===== config.mk =====
export PLATFORM = sky130hd
export DESIGN_NAME = gpio_port
export DESIGN_NICKNAME = d
export VERILOG_FILES = /design/src/rtl/gpio_pkg.sv /design/src/rtl/gpio_in_sync.sv /design/src/rtl/gpio_regfile.sv /design/src/rtl/gpio_pad_ctrl.sv /design/src/rtl/gpio_rd_mux.sv /design/src/rtl/gpio_port.sv
export SDC_FILE = /design/constraint.sdc
export NUM_CORES = 1
export LEC_CHECK = 0
export BUFFER_PORTS_ARGS = -buffer_cell sky130_fd_sc_hd__buf_2
export CORE_MARGIN = 5
export CORE_UTILIZATION = 48
export DETAILED_ROUTE_END_ITERATION = 12
export PLACE_DENSITY_LB_ADDON = 0.05
export SLEW_MARGIN = 40
export SYNTH_ARGS = -nofsm -noshare
export SYNTH_HDL_FRONTEND = slang
export SYNTH_HIERARCHICAL = 1
export SYNTH_SLANG_ARGS = --single-unit

===== constraint.sdc =====
create_clock -name clk -period 1.35 [get_ports clk]
set_input_delay 0.3375 -clock clk [delete_from_list [all_inputs] [get_ports clk]]
set_output_delay 0.3375 -clock clk [all_outputs]
set_load 0.01 [all_outputs]

===== src/rtl/gpio_pkg.sv =====
package gpio_pkg;

   // Register map of the port
   localparam int unsigned GP_ADDR_DATA = 0;
   localparam int unsigned GP_ADDR_PINS = 1;
   localparam int unsigned GP_ADDR_DIR  = 2;

   typedef enum logic [1:0] {
      SEL_DATA = 2'd0,
      SEL_PINS = 2'd1,
      SEL_DIR  = 2'd2,
      SEL_NONE = 2'd3
   } gp_sel_e;

   function automatic gp_sel_e gp_decode(input int unsigned addr);
      case (addr)
         GP_ADDR_DATA: return SEL_DATA;
         GP_ADDR_PINS: return SEL_PINS;
         GP_ADDR_DIR:  return SEL_DIR;
         default:      return SEL_NONE;
      endcase
   endfunction

endpackage


===== src/rtl/gpio_in_sync.sv =====
module gpio_in_sync #(
   parameter int unsigned WIDTH  = 8,
   parameter int unsigned STAGES = 2
) (
   input  logic             clk,
   input  logic             rst_n,
   input  logic [WIDTH-1:0] async_in,
   output logic [WIDTH-1:0] sync_out
);

   logic [WIDTH-1:0] stage_q [STAGES];

   always_ff @(posedge clk) begin
      if (!rst_n) stage_q[0] <= '0;
      else        stage_q[0] <= async_in;
   end

   for (genvar s = 1; s < STAGES; s++) begin : g_stage
      always_ff @(posedge clk) begin
         if (!rst_n) stage_q[s] <= '0;
         else        stage_q[s] <= stage_q[s-1];
      end
   end

   assign sync_out = stage_q[STAGES-1];

endmodule


===== src/rtl/gpio_regfile.sv =====
module gpio_regfile #(
   parameter int unsigned WIDTH     = 8,
   parameter bit          PULLUP_EN = 1'b0
) (
   input  logic              clk,
   input  logic              rst_n,
   input  gpio_pkg::gp_sel_e sel,
   input  logic              we,
   input  logic [WIDTH-1:0]  wdata,
   output logic [WIDTH-1:0]  data_q,
   output logic [WIDTH-1:0]  dir_q
);
   import gpio_pkg::*;

   localparam logic [WIDTH-1:0] DATA_RST = PULLUP_EN ? {WIDTH{1'b1}} : {WIDTH{1'b0}};
   localparam logic [WIDTH-1:0] DIR_RST  = '0;

   logic wr_data, wr_dir;
   assign wr_data = we && (sel == SEL_DATA);
   assign wr_dir  = we && (sel == SEL_DIR);

   always_ff @(posedge clk) begin
      if (!rst_n)       data_q <= DATA_RST;
      else if (wr_data) data_q <= wdata;
   end

   always_ff @(posedge clk) begin
      if (!rst_n)      dir_q <= DIR_RST;
      else if (wr_dir) dir_q <= wdata;
   end

endmodule


===== src/rtl/gpio_pad_ctrl.sv =====
module gpio_pad_ctrl #(
   parameter int unsigned WIDTH     = 8,
   parameter bit          PULLUP_EN = 1'b0
) (
   input  logic [WIDTH-1:0] data_q,
   input  logic [WIDTH-1:0] dir_q,
   output logic [WIDTH-1:0] pad_oe,
   output logic [WIDTH-1:0] pad_out,
   output logic [WIDTH-1:0] pad_pu
);

   for (genvar i = 0; i < WIDTH; i++) begin : g_pin
      assign pad_oe[i]  = dir_q[i];
      assign pad_out[i] = data_q[i];
      if (PULLUP_EN) begin : g_pullup
         assign pad_pu[i] = !dir_q[i] && data_q[i];
      end else begin : g_plain
         assign pad_pu[i] = 1'b0;
      end
   end

endmodule


===== src/rtl/gpio_rd_mux.sv =====
module gpio_rd_mux #(
   parameter int unsigned WIDTH = 8
) (
   input  gpio_pkg::gp_sel_e sel,
   input  logic [WIDTH-1:0]  data_q,
   input  logic [WIDTH-1:0]  dir_q,
   input  logic [WIDTH-1:0]  pins_q,
   output logic [WIDTH-1:0]  rdata
);
   import gpio_pkg::*;

   always_comb begin
      case (sel)
         SEL_DATA: rdata = data_q;
         SEL_PINS: rdata = pins_q;
         SEL_DIR:  rdata = dir_q;
         default:  rdata = '0;
      endcase
   end

endmodule


===== src/rtl/gpio_port.sv =====
module gpio_port #(
   parameter int unsigned WIDTH       = 8,
   parameter int unsigned ADDR_W      = 2,
   parameter int unsigned SYNC_STAGES = 2,
   parameter bit          PULLUP_EN   = 1'b0
) (
   input  logic              clk,
   input  logic              rst_n,
   input  logic [ADDR_W-1:0] bus_addr,
   input  logic              bus_we,
   input  logic [WIDTH-1:0]  bus_wdata,
   output logic [WIDTH-1:0]  bus_rdata,
   input  logic [WIDTH-1:0]  pad_in,
   output logic [WIDTH-1:0]  pad_oe,
   output logic [WIDTH-1:0]  pad_out,
   output logic [WIDTH-1:0]  pad_pu
);
   import gpio_pkg::*;

   if (WIDTH < 1)       begin : g_bad_width  $error("WIDTH must be at least 1");      end
   if (ADDR_W < 2)      begin : g_bad_addr   $error("ADDR_W must cover three registers"); end
   if (SYNC_STAGES < 2) begin : g_bad_sync   $error("SYNC_STAGES must be at least 2"); end

   gp_sel_e          sel;
   logic [WIDTH-1:0] data_q, dir_q, pins_q;

   assign sel = gp_decode(int'(bus_addr));

   gpio_regfile #(.WIDTH(WIDTH), .PULLUP_EN(PULLUP_EN)) u_regs (
      .clk(clk), .rst_n(rst_n), .sel(sel), .we(bus_we), .wdata(bus_wdata),
      .data_q(data_q), .dir_q(dir_q)
   );

   gpio_in_sync #(.WIDTH(WIDTH), .STAGES(SYNC_STAGES)) u_sync (
      .clk(clk), .rst_n(rst_n), .async_in(pad_in), .sync_out(pins_q)
   );

   gpio_pad_ctrl #(.WIDTH(WIDTH), .PULLUP_EN(PULLUP_EN)) u_pads (
      .data_q(data_q), .dir_q(dir_q),
      .pad_oe(pad_oe), .pad_out(pad_out), .pad_pu(pad_pu)
   );

   gpio_rd_mux #(.WIDTH(WIDTH)) u_rd (
      .sel(sel), .data_q(data_q), .dir_q(dir_q), .pins_q(pins_q), .rdata(bus_rdata)
   );

endmodule


==> flow_metrics.py, run 1 <==
metrics = {
    "sta": {
        "rsz0062_at_grt": "true",
        "finalSetupViolCount": 1,
        "final.setup_skew_ns": 0.000618,
        "period_needed_ns": 1.38,
        "setup_tns_ns": -0.0260,
        "final-hold-violation-count": 0,
        "setup_ws_ns": -0.0260,
        "slew_viol_final": 0,
        "max_freq_mhz": 727,
        "period_share_pct": 102,
    },
    "clocking": {
        "cts_buffers": 5,
        "clkSinkCount": 32,
        "cts_hold_buffers": 0,
        "clockBufferDepth": 2,
        "clk_pin_slew_ns": 0.09,
        "cts-root-buf": "clkbuf_4",
        "worstSkewPairLatency_ns": 0.31,
        "htreeDepth": 2,
        "cts_tree": "built",
    },
    "critical_path": {
        "cp_slowest_cell": "dfxtp_2",
        "cp_slowest_stage_delay_ns": 0.35,
        "cp_data_arrival_time_ns": 1.04,
        "endpoint_kind": "output pin",
        "crit_chain": "mux2i_1 -> o2bb2ai_1 -> buf_2",
        "path_class": "register to output pin",
        "ff2ff_setup_slack_ns": 0.67,
        "required_ns": 1.01,
        "cp_max_fo": 3,
        "start_kind": "register",
    },
    "floorplan": {
        "io_pins": 53,
        "core.rowCount": 20,
        "start_util_pct": 49.0,
        "core_um2": 3000,
        "die_h_um": 65.4,
        "die-area_um2": 4270,
        "die_w_um": 65.4,
    },
    "power_and_ir_drop": {
        "comb_power_share_pct": 12.2,
        "total_power_mw": 1.80,
        "leakage_nw": 0.884,
        "intPower_mw": 1.39,
        "power_switching_uw": 410,
        "clkPwrFrac_pct": 32.3,
        "powerDensity_nw_per_um2": 1050,
        "pwr-share-seq_pct": 55.5,
        "irDropWorstVdd_mv": 0.569,
        "p_sw_share_pct": 22.8,
    },
    "synthesis": {
        "synth_compound_area_share_pct": 4.76,
        "synth_top_family_by_area": "buffers and inverters",
        "ys_seq_area_share_pct": 43.5,
        "synthSimpleGateAreaFrac_pct": 16.2,
        "syn_area_um2": 1470,
        "yosysWarnings": 6,
        "synth_cells": 142,
        "postSynthAreaPerCell_um2": 10.4,
        "synth_xor_area_share_pct": 0,
        "synth_cell_types": 13,
        "synthMuxAreaShare_pct": 16.3,
        "ys_ff_latch": 32,
        "synth_fa_ha_area_share_pct": 0,
    },
    "routing": {
        "drc": 0,
        "finalWirelength_um": 2630,
        "wl_per_cell_um": 12.1,
        "detail_route.vias_per_cell": 4.59,
        "first_iter_violations": 26,
        "drt-pass1-iter-count": 2,
        "postRouteAntennaNets": 0,
        "vias": 997,
    },
    "layout": {
        "fin_area_um2": 1720,
        "fin_nets": 205,
        "final_common_cell": "buf_2",
        "insertedDiodeCount": 0,
        "final_cell_mix": "buf_2 (43), mux2i_1 (24), nand2_1 (24)",
        "area_growth_pct": 17.2,
        "drive_gt1_share_pct": 54.9,
    },
    "placement": {
        "hpwl_um": 1980,
        "gp_congestion": 0.755,
        "numPortBuffers": 44,
        "place_area_um2": 1530,
    },
    "run_status": {
        "status": "finished with violations",
        "violations": "negative setup slack",
    },
    "grt": {
        "grt_overflow_total": 0,
        "grt_use_total_pct": 13.7,
        "antenna_found_initial": 0,
        "grt_pass1_vias": 988,
        "grt_first_pass_wirelength_um": 4500,
        "grt_max_degree": 22,
    },
    "flow_run": {
        "cap_violations": 0,
    },
    "hold_path": {
        "hold_path.class": "input pin to register",
    },
}
critical path: cells and delay by family, from the launching register on:
| kind | cells | cell delay [ns] |
|---|---|---|
| buffers and inverters | 1 | 0.16 |
| AO/OA/AOI/OAI | 1 | 0.16 |
| flip-flops | 1 | 0.35 |
| multiplexers | 1 | 0.07 |
timing repair:
item	CTS	global route
resized for setup	20	1
pin swaps	5	4
endpoints found under the setup margin	8	8
setup buffers	10	1
sequential cells by signal, summed over array words and instances, names as in the netlist:
name            count
u_sync/stage_q     16
u_regs/dir_q        8
u_regs/data_q       8
synthesized netlist by cell type:
| cell type | number | area share [%] |
|---|---|---|
| dfxtp_1 | 32 | 44 |
| buf_4 | 24 | 12 |
| mux2i_1 | 24 | 16 |
| nand2_1 | 24 | 6.1 |
| and2_2 | 12 | 6.1 |
| buf_6 | 8 | 6.1 |
| o2bb2ai_1 | 8 | 4.8 |
| and2_1 | 4 | 1.7 |
| clkbuf_1 | 2 | 0.51 |
| conb_1 | 1 | 0.25 |
| nand3b_1 | 1 | 0.51 |
| nor2b_4 | 1 | 0.94 |
| nor3b_2 | 1 | 0.85 |
metal layers:
layer  GRT usage [%]  part of all wire, %
met2            22.0                   48
met5               0                    0
met1            16.6                   43
met4            6.99                  2.5
met3            3.93                  6.8
final cells by class:
| cell class | count | area, um^2 |
|---|---|---|
| fillers | 295 | 1280 |
| clock buffers | 7 | 65.1 |
| repair buffers | 62 | 365 |
| multi-input cells | 83 | 592 |
| flip-flops and latches | 32 | 661 |
| well taps | 33 | 41.3 |
stage by stage:
step                instances  utilization, %  setup WS, ns  hold WS [ns]
floorplan                 149               -       0.00323         0.412
global placement          199            51.1       -0.0889         0.420
detailed placement        199            51.1        -0.119         0.418
CTS                       216            57.0       -0.0694         0.223
global route              217            57.4        -0.123         0.223
finish                    217            57.4       -0.0260         0.243
cells by family after synthesis:
kind of cell,count (synthesis)
simple gates,43
other cells,1
compound gates,8
buf+inv,34
mux,24
flops,32
power groups by stage:
stage,sequential [mW],clock [mW],combinational [mW]
floorplan,1.02,0,0.178
global placement,1.02,0,0.195
detailed placement,1.02,0,0.200
CTS,1.00,0.613,0.222
global route,1.01,0.650,0.245
finish,1.00,0.582,0.221
path summary, 6_finish.rpt:
kind	from	endpoint	cells after the start
setup / recovery	u_regs/data_q[6]	bus_rdata[6]	3
hold / removal	pad_in[7]	u_sync/stage_q[0][7]	2
setup reg to reg	u_regs/data_q[3]	u_regs/data_q[3]	3
hold reg to reg	u_sync/stage_q[0][4]	u_sync/stage_q[1][4]	1
(Power assumes the default switching activity.)
==> run 2, diff against run 1 <==
--- a/config.mk
+++ b/config.mk
@@ -7,8 +7,9 @@
 export LEC_CHECK = 0
 export BUFFER_PORTS_ARGS = -buffer_cell sky130_fd_sc_hd__buf_2
 export CORE_MARGIN = 5
-export CORE_UTILIZATION = 48
+export CORE_UTILIZATION = 47
 export DETAILED_ROUTE_END_ITERATION = 12
+export GPL_ROUTABILITY_DRIVEN = 0
 export PLACE_DENSITY_LB_ADDON = 0.05
 export SLEW_MARGIN = 40
 export SYNTH_ARGS = -nofsm -noshare
==> run 2 against run 1 <==
Effect of this change: the flow still finishes with violations (negative setup slack); sequential power is essentially flat; largest power group unchanged; critical endpoint is now bus_rdata[3]; clock power grew 0.9%; register-to-register slack lost 0.05 ns; largest cell class unchanged.
==> flow_metrics.py, run 2 (synthesized netlist as in run 1, its figures left out) <==
metrics = {
    "sta": {
        "rsz0062_at_grt": "true",
        "setup_tns_ns": -0.208,
        "max_freq_mhz": 713,
        "period_share_pct": 104,
        "slew_viol_final": 0,
        "setup_ws_ns": -0.0516,
        "final.setup_skew_ns": 0.00426,
        "finalSetupViolCount": 8,
        "final-hold-violation-count": 0,
        "period_needed_ns": 1.40,
    },
    "grt": {
        "grt_pass1_vias": 1082,
        "grt_use_total_pct": 15.1,
        "grt_first_pass_wirelength_um": 4880,
        "grt_max_degree": 22,
        "antenna_found_initial": 0,
        "grt_overflow_total": 0,
    },
    "routing": {
        "wl_per_cell_um": 12.9,
        "drt-pass1-iter-count": 4,
        "finalWirelength_um": 3020,
        "drc": 0,
        "first_iter_violations": 29,
        "postRouteAntennaNets": 0,
        "detail_route.vias_per_cell": 4.51,
        "vias": 1050,
    },
    "critical_path": {
        "path_class": "register to output pin",
        "required_ns": 1.01,
        "cp_data_arrival_time_ns": 1.06,
        "start_kind": "register",
        "cp_max_fo": 2,
        "endpoint_kind": "output pin",
    },
    "layout": {
        "top_register": "u_sync/stage_q",
        "fin_nets": 210,
        "reg.largest.list": "u_sync/stage_q (16), u_regs/data_q (8), u_regs/dir_q (8)",
        "final_common_cell": "buf_2",
        "seq_area_um2": 661,
        "drive_gt1_share_pct": 59.8,
        "fillers": 274,
        "insertedDiodeCount": 0,
        "area_growth_pct": 25.0,
        "largest_reg_flops": 16,
        "final_cell_mix": "buf_2 (43), nand2_1 (24), buf_4 (22)",
        "multi_input_comb_area_um2": 626,
    },
    "power_and_ir_drop": {
        "powerDensity_nw_per_um2": 1000,
        "leakage_nw": 0.924,
        "irDropWorstVdd_mv": 0.547,
    },
    "clocking": {
        "worstSkewPairLatency_ns": 0.32,
        "clk_pin_slew_ns": 0.09,
        "cts_buffers": 5,
        "htreeDepth": 2,
        "cts-root-buf": "clkbuf_4",
        "clkSinkCount": 32,
        "clockBufferDepth": 2,
        "cts_hold_buffers": 0,
        "cts_tree": "built",
    },
    "run_status": {
        "status": "finished with violations",
        "violations": "negative setup slack",
    },
    "placement": {
        "numPortBuffers": 44,
        "place_ws_ns": -0.139,
        "hpwl_um": 2000,
    },
    "floorplan": {
        "die-area_um2": 4350,
        "die_w_um": 66.0,
        "core_um2": 3030,
        "start_util_pct": 48.6,
        "io_pins": 53,
        "core.rowCount": 20,
        "die_h_um": 66.0,
    },
    "flow_run": {
        "cap_violations": 0,
    },
    "hold_path": {
        "hold_path.class": "input pin to register",
    },
}
-- run 2: changes by cell type in the layout (fill, tap and decap cells not counted), sizes merged --
cell	change
buf	+4
bufbuf	+1
-- run 2: area by class of cell --
class,count,area share [%]
sequential,32,35.9
multi-input combinational,83,34.0
timing repair buffer,67,23.5
clock buffer,7,3.54
tap,44,2.99
-- run 2: power by group --
group / switching [mW] / internal [mW]
sequential: 0.0170 / 0.985
clock: 0.292 / 0.295
combinational: 0.119 / 0.136
-- run 2: routing by layer --
| layer | vias to the layer above | wire length, um | global-route usage (%) |
|---|---|---|---|
| li1 | 522 | - | - |
| met1 | 481 | 1230 | 16.3 |
| met2 | 41 | 1520 | 25.2 |
| met3 | 6 | 215 | 6.12 |
| met4 | 0 | 53 | 7.87 |
| met5 | - | 0 | 0 |
-- run 2: through the flow --
stage / cell area [um^2] / util [%] / cells / power [mW] / hold slack, ns
final: 1840 / 60.7 / 233 / 1.84 / 0.232
after detailed placement: 1540 / 50.9 / 209 / 1.22 / 0.422
after global placement: 1540 / 50.9 / 209 / 1.21 / 0.415
after global routing: 1840 / 60.7 / 233 / 1.94 / 0.211
after CTS: 1820 / 60.0 / 232 / 1.87 / 0.214
after floorplan: 1500 / - / 149 / 1.19 / 0.412
-- run 2: what timing repair did --
action | CTS | global route
setup buffers | 15 | 1
resized for setup | 25 | 4
cloned | 1 | 0
pin swaps | 5 | 3
endpoints found under the setup margin | 8 | 8
-- run 2: critical path, cell delays in order (launching register included) --
cell,delay [ns]
dfxtp_2,0.34
mux2i_2,0.18
o2bb2ai_2,0.09
buf_2,0.14
-- run 2: path summary, 6_finish.rpt --
path	startpoint	end	slack, ns	cells after the start
worst min register to register	u_sync/stage_q[0][3]	u_sync/stage_q[1][3]	0.44	1
worst max register to register	u_regs/dir_q[4]	u_regs/dir_q[4]	0.62	3
worst min-delay path	pad_in[2]	u_sync/stage_q[0][2]	0.23	2
worst max-delay path	u_regs/dir_q[3]	bus_rdata[3]	-0.05	3
